## src/rtl/fsi_pkg.sv

```systemverilog
package fsi_pkg;
  localparam int ST_W = 12;
  localparam int B_XDONE  = 0;
  localparam int B_XRDY   = 1;
  localparam int B_RXRDY  = 2;
  localparam int B_TXRDY  = 3;
  localparam int B_RXEMP  = 4;
  localparam int B_RXFUL  = 5;
  localparam int B_TXEMP  = 6;
  localparam int B_TXFUL  = 7;
  localparam int B_RXUDF  = 8;
  localparam int B_RXOVF  = 9;
  localparam int B_TXUDF  = 10;
  localparam int B_TXOVF  = 11;
  typedef logic [ST_W-1:0] stat_t;
endpackage

```

## src/rtl/fsi_thr_cmp.sv

```systemverilog
module fsi_thr_cmp #(
  parameter int DEPTH = 8,
  parameter int CNT_W = 4,
  parameter int THR_W = 3,
  parameter bit IS_TX = 1'b0
) (
  input  logic [CNT_W-1:0] level_i,
  input  logic [THR_W-1:0] thr_i,
  output logic             rdy_o
);
  generate
    if (IS_TX) begin : g_tx
      // free space against threshold field
      always_comb begin
        int free_b;
        free_b = DEPTH - int'(level_i);
        rdy_o  = free_b > int'(thr_i);
      end
    end else begin : g_rx
      always_comb rdy_o = int'(level_i) > int'(thr_i);
    end
  endgenerate
endmodule

```

## src/rtl/fsi_err_track.sv

```systemverilog
module fsi_err_track #(
  parameter int DEPTH = 8,
  parameter int CNT_W = 4
) (
  input  logic             clk,
  input  logic             rst,
  input  logic [CNT_W-1:0] rx_level_i,
  input  logic [CNT_W-1:0] tx_level_i,
  input  logic             rx_push_i,
  input  logic             rx_pop_i,
  input  logic             tx_push_i,
  input  logic             tx_pop_i,
  input  logic             clr_i,
  output logic [3:0]       err_o   // {tx_ovf, tx_udf, rx_ovf, rx_udf}
);
  localparam logic [CNT_W-1:0] FULL_LVL = CNT_W'(DEPTH);

  logic [3:0] evt;
  logic [3:0] sticky_q;

  always_comb begin
    evt[0] = rx_pop_i  && (rx_level_i == '0);
    evt[1] = rx_push_i && (rx_level_i == FULL_LVL);
    evt[2] = tx_pop_i  && (tx_level_i == '0);
    evt[3] = tx_push_i && (tx_level_i == FULL_LVL);
  end

  always_ff @(posedge clk) begin
    if (rst)        sticky_q <= '0;
    else if (clr_i) sticky_q <= '0;
    else            sticky_q <= sticky_q | evt;
  end

  assign err_o = sticky_q | evt;
endmodule

```

## src/rtl/fsi_flush_ctl.sv

```systemverilog
module fsi_flush_ctl (
  input  logic clk,
  input  logic rst,
  input  logic req_i,
  input  logic fifos_empty_i,
  output logic flush_o,
  output logic done_o
);
  logic flush_q;

  always_ff @(posedge clk) begin
    if (rst)          flush_q <= 1'b0;
    else if (flush_q) flush_q <= !fifos_empty_i;
    else              flush_q <= req_i;
  end

  assign flush_o = flush_q;
  assign done_o  = flush_q && fifos_empty_i;
endmodule

```

## src/rtl/fsi_cause_bank.sv

```systemverilog
module fsi_cause_bank
  import fsi_pkg::*;
(
  input  logic  clk,
  input  logic  rst,
  input  stat_t status_d_i,
  input  logic  ack_we_i,
  input  stat_t ack_data_i,
  input  logic  mask_we_i,
  input  stat_t mask_data_i,
  output stat_t status_o,
  output stat_t cause_o,
  output stat_t mask_o,
  output logic  irq_o
);
  stat_t status_q, cause_q, mask_q, cause_d, mask_d;
  logic  primed_q, irq_q;

  generate
    for (genvar b = 0; b < ST_W; b++) begin : g_bit
      logic rise_b, clr_b;
      assign rise_b     = primed_q && status_d_i[b] && !status_q[b];
      assign clr_b      = ack_we_i && ack_data_i[b];
      assign cause_d[b] = (cause_q[b] && !clr_b) || rise_b;
    end
  endgenerate

  assign mask_d = mask_we_i ? mask_data_i : mask_q;

  always_ff @(posedge clk) begin
    if (rst) begin
      status_q <= '0;
      cause_q  <= '0;
      mask_q   <= '0;
      primed_q <= 1'b0;
      irq_q    <= 1'b0;
    end else begin
      status_q <= status_d_i;
      cause_q  <= cause_d;
      mask_q   <= mask_d;
      primed_q <= 1'b1;
      irq_q    <= |(cause_d & mask_d);
    end
  end

  assign status_o = status_q;
  assign cause_o  = cause_q;
  assign mask_o   = mask_q;
  assign irq_o    = irq_q;
endmodule

```

## src/rtl/fsi_status_irq.sv

```systemverilog
module fsi_status_irq
  import fsi_pkg::*;
#(
  parameter int DEPTH = 8,
  parameter int THR_W = 3,
  parameter int CNT_W = $clog2(DEPTH + 1)
) (
  input  logic             clk,
  input  logic             rst,
  input  logic [CNT_W-1:0] rx_level_i,
  input  logic [CNT_W-1:0] tx_level_i,
  input  logic             rx_push_i,
  input  logic             rx_pop_i,
  input  logic             tx_push_i,
  input  logic             tx_pop_i,
  input  logic             xfer_done_i,
  input  logic             xfer_rdy_i,
  input  logic [THR_W-1:0] rx_thr_i,
  input  logic [THR_W-1:0] tx_thr_i,
  input  logic             flush_req_i,
  input  logic             ack_we_i,
  input  logic [11:0]      ack_data_i,
  input  logic             mask_we_i,
  input  logic [11:0]      mask_data_i,
  output logic [11:0]      status_o,
  output logic [11:0]      cause_o,
  output logic [11:0]      mask_o,
  output logic             irq_o,
  output logic             flush_o
);
  localparam logic [CNT_W-1:0] FULL_LVL = CNT_W'(DEPTH);

  logic       rx_rdy, tx_rdy, flush_done, fifos_empty;
  logic [3:0] err;
  stat_t      status_d;

  assign fifos_empty = (rx_level_i == '0) && (tx_level_i == '0);

  fsi_thr_cmp #(.DEPTH(DEPTH), .CNT_W(CNT_W), .THR_W(THR_W), .IS_TX(1'b0)) u_rx_cmp (
    .level_i(rx_level_i), .thr_i(rx_thr_i), .rdy_o(rx_rdy));

  fsi_thr_cmp #(.DEPTH(DEPTH), .CNT_W(CNT_W), .THR_W(THR_W), .IS_TX(1'b1)) u_tx_cmp (
    .level_i(tx_level_i), .thr_i(tx_thr_i), .rdy_o(tx_rdy));

  fsi_flush_ctl u_flush (
    .clk(clk), .rst(rst), .req_i(flush_req_i), .fifos_empty_i(fifos_empty),
    .flush_o(flush_o), .done_o(flush_done));

  fsi_err_track #(.DEPTH(DEPTH), .CNT_W(CNT_W)) u_err (
    .clk(clk), .rst(rst),
    .rx_level_i(rx_level_i), .tx_level_i(tx_level_i),
    .rx_push_i(rx_push_i), .rx_pop_i(rx_pop_i),
    .tx_push_i(tx_push_i), .tx_pop_i(tx_pop_i),
    .clr_i(flush_done), .err_o(err));

  always_comb begin
    status_d          = '0;
    status_d[B_XDONE] = xfer_done_i;
    status_d[B_XRDY]  = xfer_rdy_i;
    status_d[B_RXRDY] = rx_rdy;
    status_d[B_TXRDY] = tx_rdy;
    status_d[B_RXEMP] = (rx_level_i == '0);
    status_d[B_RXFUL] = (rx_level_i == FULL_LVL);
    status_d[B_TXEMP] = (tx_level_i == '0);
    status_d[B_TXFUL] = (tx_level_i == FULL_LVL);
    status_d[B_RXUDF] = err[0];
    status_d[B_RXOVF] = err[1];
    status_d[B_TXUDF] = err[2];
    status_d[B_TXOVF] = err[3];
  end

  fsi_cause_bank u_bank (
    .clk(clk), .rst(rst), .status_d_i(status_d),
    .ack_we_i(ack_we_i), .ack_data_i(ack_data_i),
    .mask_we_i(mask_we_i), .mask_data_i(mask_data_i),
    .status_o(status_o), .cause_o(cause_o), .mask_o(mask_o), .irq_o(irq_o));
endmodule

```

## config.mk

```make
export PLATFORM = sky130hd
export DESIGN_NAME = fsi_status_irq
export DESIGN_NICKNAME = d
export VERILOG_FILES = /design/src/rtl/fsi_pkg.sv /design/src/rtl/fsi_thr_cmp.sv /design/src/rtl/fsi_err_track.sv /design/src/rtl/fsi_flush_ctl.sv /design/src/rtl/fsi_cause_bank.sv /design/src/rtl/fsi_status_irq.sv
export SDC_FILE = /design/constraint.sdc
export NUM_CORES = 1
export LEC_CHECK = 0
export BUFFER_PORTS_ARGS = -buffer_cell sky130_fd_sc_hd__buf_2
export CORE_UTILIZATION = 24
export CTS_CLUSTER_SIZE = 14
export DETAILED_ROUTE_END_ITERATION = 8
export SLEW_MARGIN = 25
export SYNTH_ARGS = -nofsm -noshare
export SYNTH_HDL_FRONTEND = slang
export SYNTH_SLANG_ARGS = --single-unit
```

## constraint.sdc

```tcl
create_clock -name clk -period 1.73 [get_ports clk]
set_input_delay 0.173 -clock clk [delete_from_list [all_inputs] [get_ports clk]]
set_output_delay 0.173 -clock clk [all_outputs]
set_load 0.01 [all_outputs]
```

==> flow_metrics.tcl, run 1 <==
set metrics [dict create \
    antenna_cells 0 \
    status "finished clean" \
    yosysSeqAreaShare 0.466 \
    slew_headroom 0.734 \
    synth-adder-area-share 0.0474 \
    synth.avg_cell_area_sq_um 9.37 \
    grt_usage 0.125 \
    cellPowerDensity_nw_per_um2 785 \
    end_kind "flop" \
    via_count 1708 \
    place_ws_ns -0.240 \
    ys_warn_count 0 \
    cts-buffers-inserted 5 \
    grt_pass1_vias 1622 \
    stdcell_area_sq_um 2540 \
    startpoint "tx_level_i[1]" \
    dieWidth_um 89.7 \
    critPathMaxFanout 3 \
    fin_util 0.347 \
    clock_path_buffers 2 \
    synth-seq-cells 43 \
    fin_ws_ns 0.0915 \
    cts_tree "yes" \
    ir_worst_vdd_v 0.000284 \
    syn_to_final_growth_pct 37.7 \
    synth_largest_area_cell "dfxtp_1" \
    synthMuxAreaShare 0.0664 \
    fin_setup_tns_ns 0 \
    synthSimpleGateAreaFrac 0.234 \
    antenna_found_initial 0 \
    clockRootBuffer "clkbuf_8" \
    async_flop_share 0 \
    nets 351 \
    ios 87 \
    max_freq_mhz 610 \
    ant_nets 0 \
    netlist_area_sq_um 1850 \
    netlist.area_leader.share 0.466 \
    insertion_delay_ns 0.28 \
    vias_per_cell 4.35 \
    path_class "input port to flop" \
    synth_top_family_by_area "simple AND/OR/NAND/NOR gates" \
    core_sq_um 7330 \
    path_clk_slew_ns 0.07 \
    finalHoldViolations 0 \
    p_leak_nw 1.26 \
    syn_inst 197 \
    synth_top_cells_by_count "dfxtp_1, nor2_1, nand2_1" \
    synthTopCellsByArea "dfxtp_1, nor2_1, mux2i_1" \
    syn-num-nets 253 \
    gp_congestion 0.707 \
    drt-pass1-iter-count 4 \
    hp-class "input port to flop" \
    min_period_ns 1.64 \
    fin_worst_skew_ns 0.00594 \
    synth_xor_area_frac 0.00474 \
    post-route-drc-count 0 \
    ys.flop_type "dfxtp_1" \
    drive_above_1_share 0.405 \
    synth-compound-area-share 0.127 \
    start_util 0.252 \
    cp.arrival_ns 1.80 \
    htreeDepth 2 \
    grt_pass1_wl_mm 7.89 \
    drv_slew 0 \
    period_share 0.947 \
    fp.dieH_um 89.7 \
    postPlaceCellArea_sq_um 2430 \
    cts.sinks 43 \
    gr-total-overflow 0 \
    drt_iter0_drc 37 \
    synth-edff-count 0 \
    timing.hold.ws_ns 0.0824 \
    die_area_sq_um 8050 \
    wirelength_mm 4.93 \
    synth.distinct_cells 39 \
    routedWlPerCell_um 12.6 \
    grt_max_degree 29 \
    max_cap_viol_count 0 \
    setup_viol 0 \
    required_ns 1.89 \
    hpwl_mm 3.89 \
    worst_pin_slew_ns 0.399 \
    holdBufCountCts 0 \
    num_rows 31 \
    start_kind "input port" \
    r2r-start "u_bank.primed_q" \
    synth.most_common_cell "dfxtp_1" \
    min_from "flush_req_i" \
    io_buffer_count 86 \
]
[cells in the final DEF, fill, tap and decap left out, types with 2 or more instances in the layout]
cell type  count
o22ai_1        4
a221oi_2       2
nand3_1        2
nand2b_1       3
nor4_2         2
nor2b_1        5
nand3b_1       2
a21oi_1        7
a21boi_0       2
buf_2         86
inv_1         10
and2_1         8
nor3b_1        2
a2bb2oi_1      2
buf_4         12
o21ai_0        2
mux2i_1       10
a221oi_1       2
inv_2          2
clkbuf_8       5
dfxtp_1       43
a32oi_1        3
ha_1           5
mux2_2         2
and3b_1        3
a22oi_1        2
nor2_1        34
nand2_1       17
[cell families (layout without fill, tap and decap cells)]
group,after synthesis,after routing
compound gates,32,32
xor+xnor,1,1
fa+ha+maj,7,7
buf+inv,19,116
flops,43,43
mux,12,12
simple gates,83,83
[layout make-up]
cell class                 count  area, sq um
fill                         776         4790
multi-input combinational    135          921
sequential                    43          861
timing repair buffer          98          520
tap                           99          124
clock buffer                   6         72.6
inverter                      12         45.0
[path summary, 6_finish.rpt]
| check | slack (ns) | depth (start not counted) | to |
|---|---|---|---|
| hold reg to reg | 0.49 | 2 | u_bank.status_o[9] |
| hold / removal | 0.08 | 3 | u_flush.flush_o |
| setup / recovery | 0.09 | 10 | u_bank.irq_o |
| setup reg to reg | 0.14 | 5 | u_bank.irq_o |
[layer usage]
metal | up-vias | wire length, um | track usage
met2 | 53 | 2240 | 0.200
met5 | - | 0 | 0
met4 | 0 | 82 | 0.0451
met3 | 6 | 253 | 0.0330
met1 | 782 | 2360 | 0.161
li1 | 867 | - | -
[critical path, stage by stage]
cell and delay [ns]:
buf_2 0.10, inv_2 0.03, ha_2 0.19, xnor2_2 0.19, ha_4 0.23, a21oi_2 0.13
a221oi_1 0.08, a221o_1 0.32, a221oi_2 0.24, a31oi_1 0.11
[metrics by stage]
step	std cells	total power, W
3_3_place_gp	386	0.00143
3_5_place_dp	386	0.00144
5_1_grt	393	0.00212
2_1_floorplan	197	0.00127
4_1_cts	392	0.00202
6_report	393	0.00200
[registers in the layout, indices dropped and copies added (netlist names)]
signal           cells
u_bank.cause_o      12
u_bank.mask_o       12
u_bank.status_o     12
u_err.sticky_q       4
u_bank.irq_o         1
u_bank.primed_q      1
u_flush.flush_o      1
[report_power, final]
group	leakage, nW	switching [W]	internal [W]
Sequential	0.352	0.0000233	0.00104
Combinational	0.868	0.000187	0.000178
Clock	0.0371	0.000302	0.000269
Total	1.26	0.000512	0.00148
[timing repair]
item / CTS / global route
setup buffers: 0 / 1
endpoints found under the setup margin: 0 / 1
gates resized for setup: 0 / 4
(Power assumes the default switching activity.)
==> run 2, diff against run 1 <==
--- a/config.mk
+++ b/config.mk
@@ -6,6 +6,7 @@
 export NUM_CORES = 1
 export LEC_CHECK = 0
 export BUFFER_PORTS_ARGS = -buffer_cell sky130_fd_sc_hd__buf_2
+export CORE_ASPECT_RATIO = 0.75
 export CORE_UTILIZATION = 24
 export CTS_CLUSTER_SIZE = 14
 export DETAILED_ROUTE_END_ITERATION = 8
==> flow_metrics.tcl, run 2 (same netlist as run 1, synthesis figures left out) <==
set metrics [dict create \
    postPlaceCellArea_sq_um 2460 \
    grt_max_degree 29 \
    cts.sinks 43 \
    final_cell_mix "buf_2, dfxtp_1, nor2_1" \
    crit_slowest_cell "a221o_1" \
    cellPowerDensity_nw_per_um2 850 \
    fin_util 0.351 \
    critPathMaxFanout 3 \
    nets 353 \
    ant_nets 0 \
    cts-buffers-inserted 5 \
    end_kind "flop" \
    grt_pass1_vias 1672 \
    max_cap_viol_count 0 \
    cts_tree "yes" \
    report.power.total_w 0.00221 \
    grt_usage 0.134 \
    wirelength_mm 5.28 \
    htreeDepth 2 \
    cts_resized 0 \
    stdcell_area_sq_um 2600 \
    required_ns 1.90 \
    post-cts-setup-buffers 0 \
    gr-total-overflow 0 \
    num_rows 27 \
    ios 87 \
    fin_ws_ns 0.120 \
    setup_viol 0 \
    p_leak_nw 1.27 \
    hp-class "input port to flop" \
    grt_pass1_wl_mm 8.00 \
    fp.dieH_um 78.0 \
    status "finished clean" \
    finalHoldViolations 0 \
    via_count 1695 \
    path_cells "buf_2 -> inv_2 -> ha_2 -> xnor2_2 -> ha_4 -> and3_4 -> a221oi_2 -> a221o_1 -> a221oi_2 -> a31oi_1" \
    antenna_cells 0 \
    antenna_found_initial 0 \
    dp.cells 391 \
    period_share 0.931 \
    drv_slew 0 \
    drive_above_1_share 0.421 \
    post-route-drc-count 0 \
    syn_to_final_growth_pct 40.7 \
    final_cells 398 \
    slew_headroom 0.713 \
    die_area_sq_um 8050 \
    routedWlPerCell_um 13.3 \
    ir_worst_vdd_v 0.000435 \
    max_freq_mhz 621 \
    layout_commonest_cell "buf_2" \
    fin_worst_skew_ns 0.00778 \
    place_ws_ns -0.207 \
    min_period_ns 1.61 \
    cp_common_cell "a221oi_2" \
    gp_congestion 0.804 \
    start_kind "input port" \
    cp.arrival_ns 1.79 \
    path_class "input port to flop" \
    dieWidth_um 103 \
    insertion_delay_ns 0.29 \
    max_stage_delay_ns 0.30 \
    clockRootBuffer "clkbuf_8" \
    holdBufCountCts 0 \
    drt-pass1-iter-count 4 \
    start_util 0.250 \
    fill_cells 790 \
    path_clk_slew_ns 0.09 \
    io_buffer_count 86 \
    core_sq_um 7400 \
    vias_per_cell 4.26 \
    clock_path_buffers 2 \
    worst_pin_slew_ns 0.426 \
    hpwl_mm 4.15 \
    drt_iter0_drc 39 \
]
run 2: cell types whose count changed in the layout (fill, tap and decap cells not counted), sizes merged:
cell      previous run  this run
buf                 98       100
bufinv               0         1
clkbuf               6         5
clkinvlp             0         1
run 2: layer usage:
metal,wire [um],up-vias,global-route usage
li1,-,872,-
met1,2710,761,0.183
met2,2210,57,0.212
met3,321,5,0.0360
met4,29,0,0.0211
met5,0,-,0
run 2: through the flow:
stage	hold slack [ns]	TNS [ns]
after floorplan	0.252	0
after global routing	0.0850	-0.00202
after global placement	0.376	-0.382
after CTS	0.0711	0
after detailed placement	0.383	-0.553
final	0.0761	0
run 2: worst max-delay path: cells and delay by family:
family / cells / cell delay [ns]
fa+ha+maj: 2 / 0.47
xor+xnor: 1 / 0.15
buf+inv: 2 / 0.13
compound gates: 4 / 0.69
simple gates: 1 / 0.16
run 2: final cells by class:
cell class / instances / area [sq um] / share of cell area
sequential: 43 / 861 / 0.331
multi-input combinational: 135 / 923 / 0.355
inverter: 12 / 45.0 / 0.0173
tap: 101 / 126 / 0.0487
timing repair buffer: 100 / 536 / 0.206
clock inverter: 2 / 37.5 / 0.0145
clock buffer: 5 / 68.8 / 0.0265
run 2: worst paths after layout:
| path | start | slack [ns] | depth (start not counted) | to |
|---|---|---|---|---|
| min | flush_req_i | 0.08 | 3 | u_flush.flush_o |
| min reg2reg | u_err.sticky_q[1] | 0.49 | 2 | u_bank.status_o[9] |
| max reg2reg | u_bank.primed_q | 0.16 | 6 | u_bank.irq_o |
| max | tx_level_i[1] | 0.12 | 10 | u_bank.irq_o |
run 2: power breakdown:
group          internal [W]  switching, W
Clock              0.000422      0.000349
Sequential          0.00104     0.0000229
Combinational      0.000184      0.000194
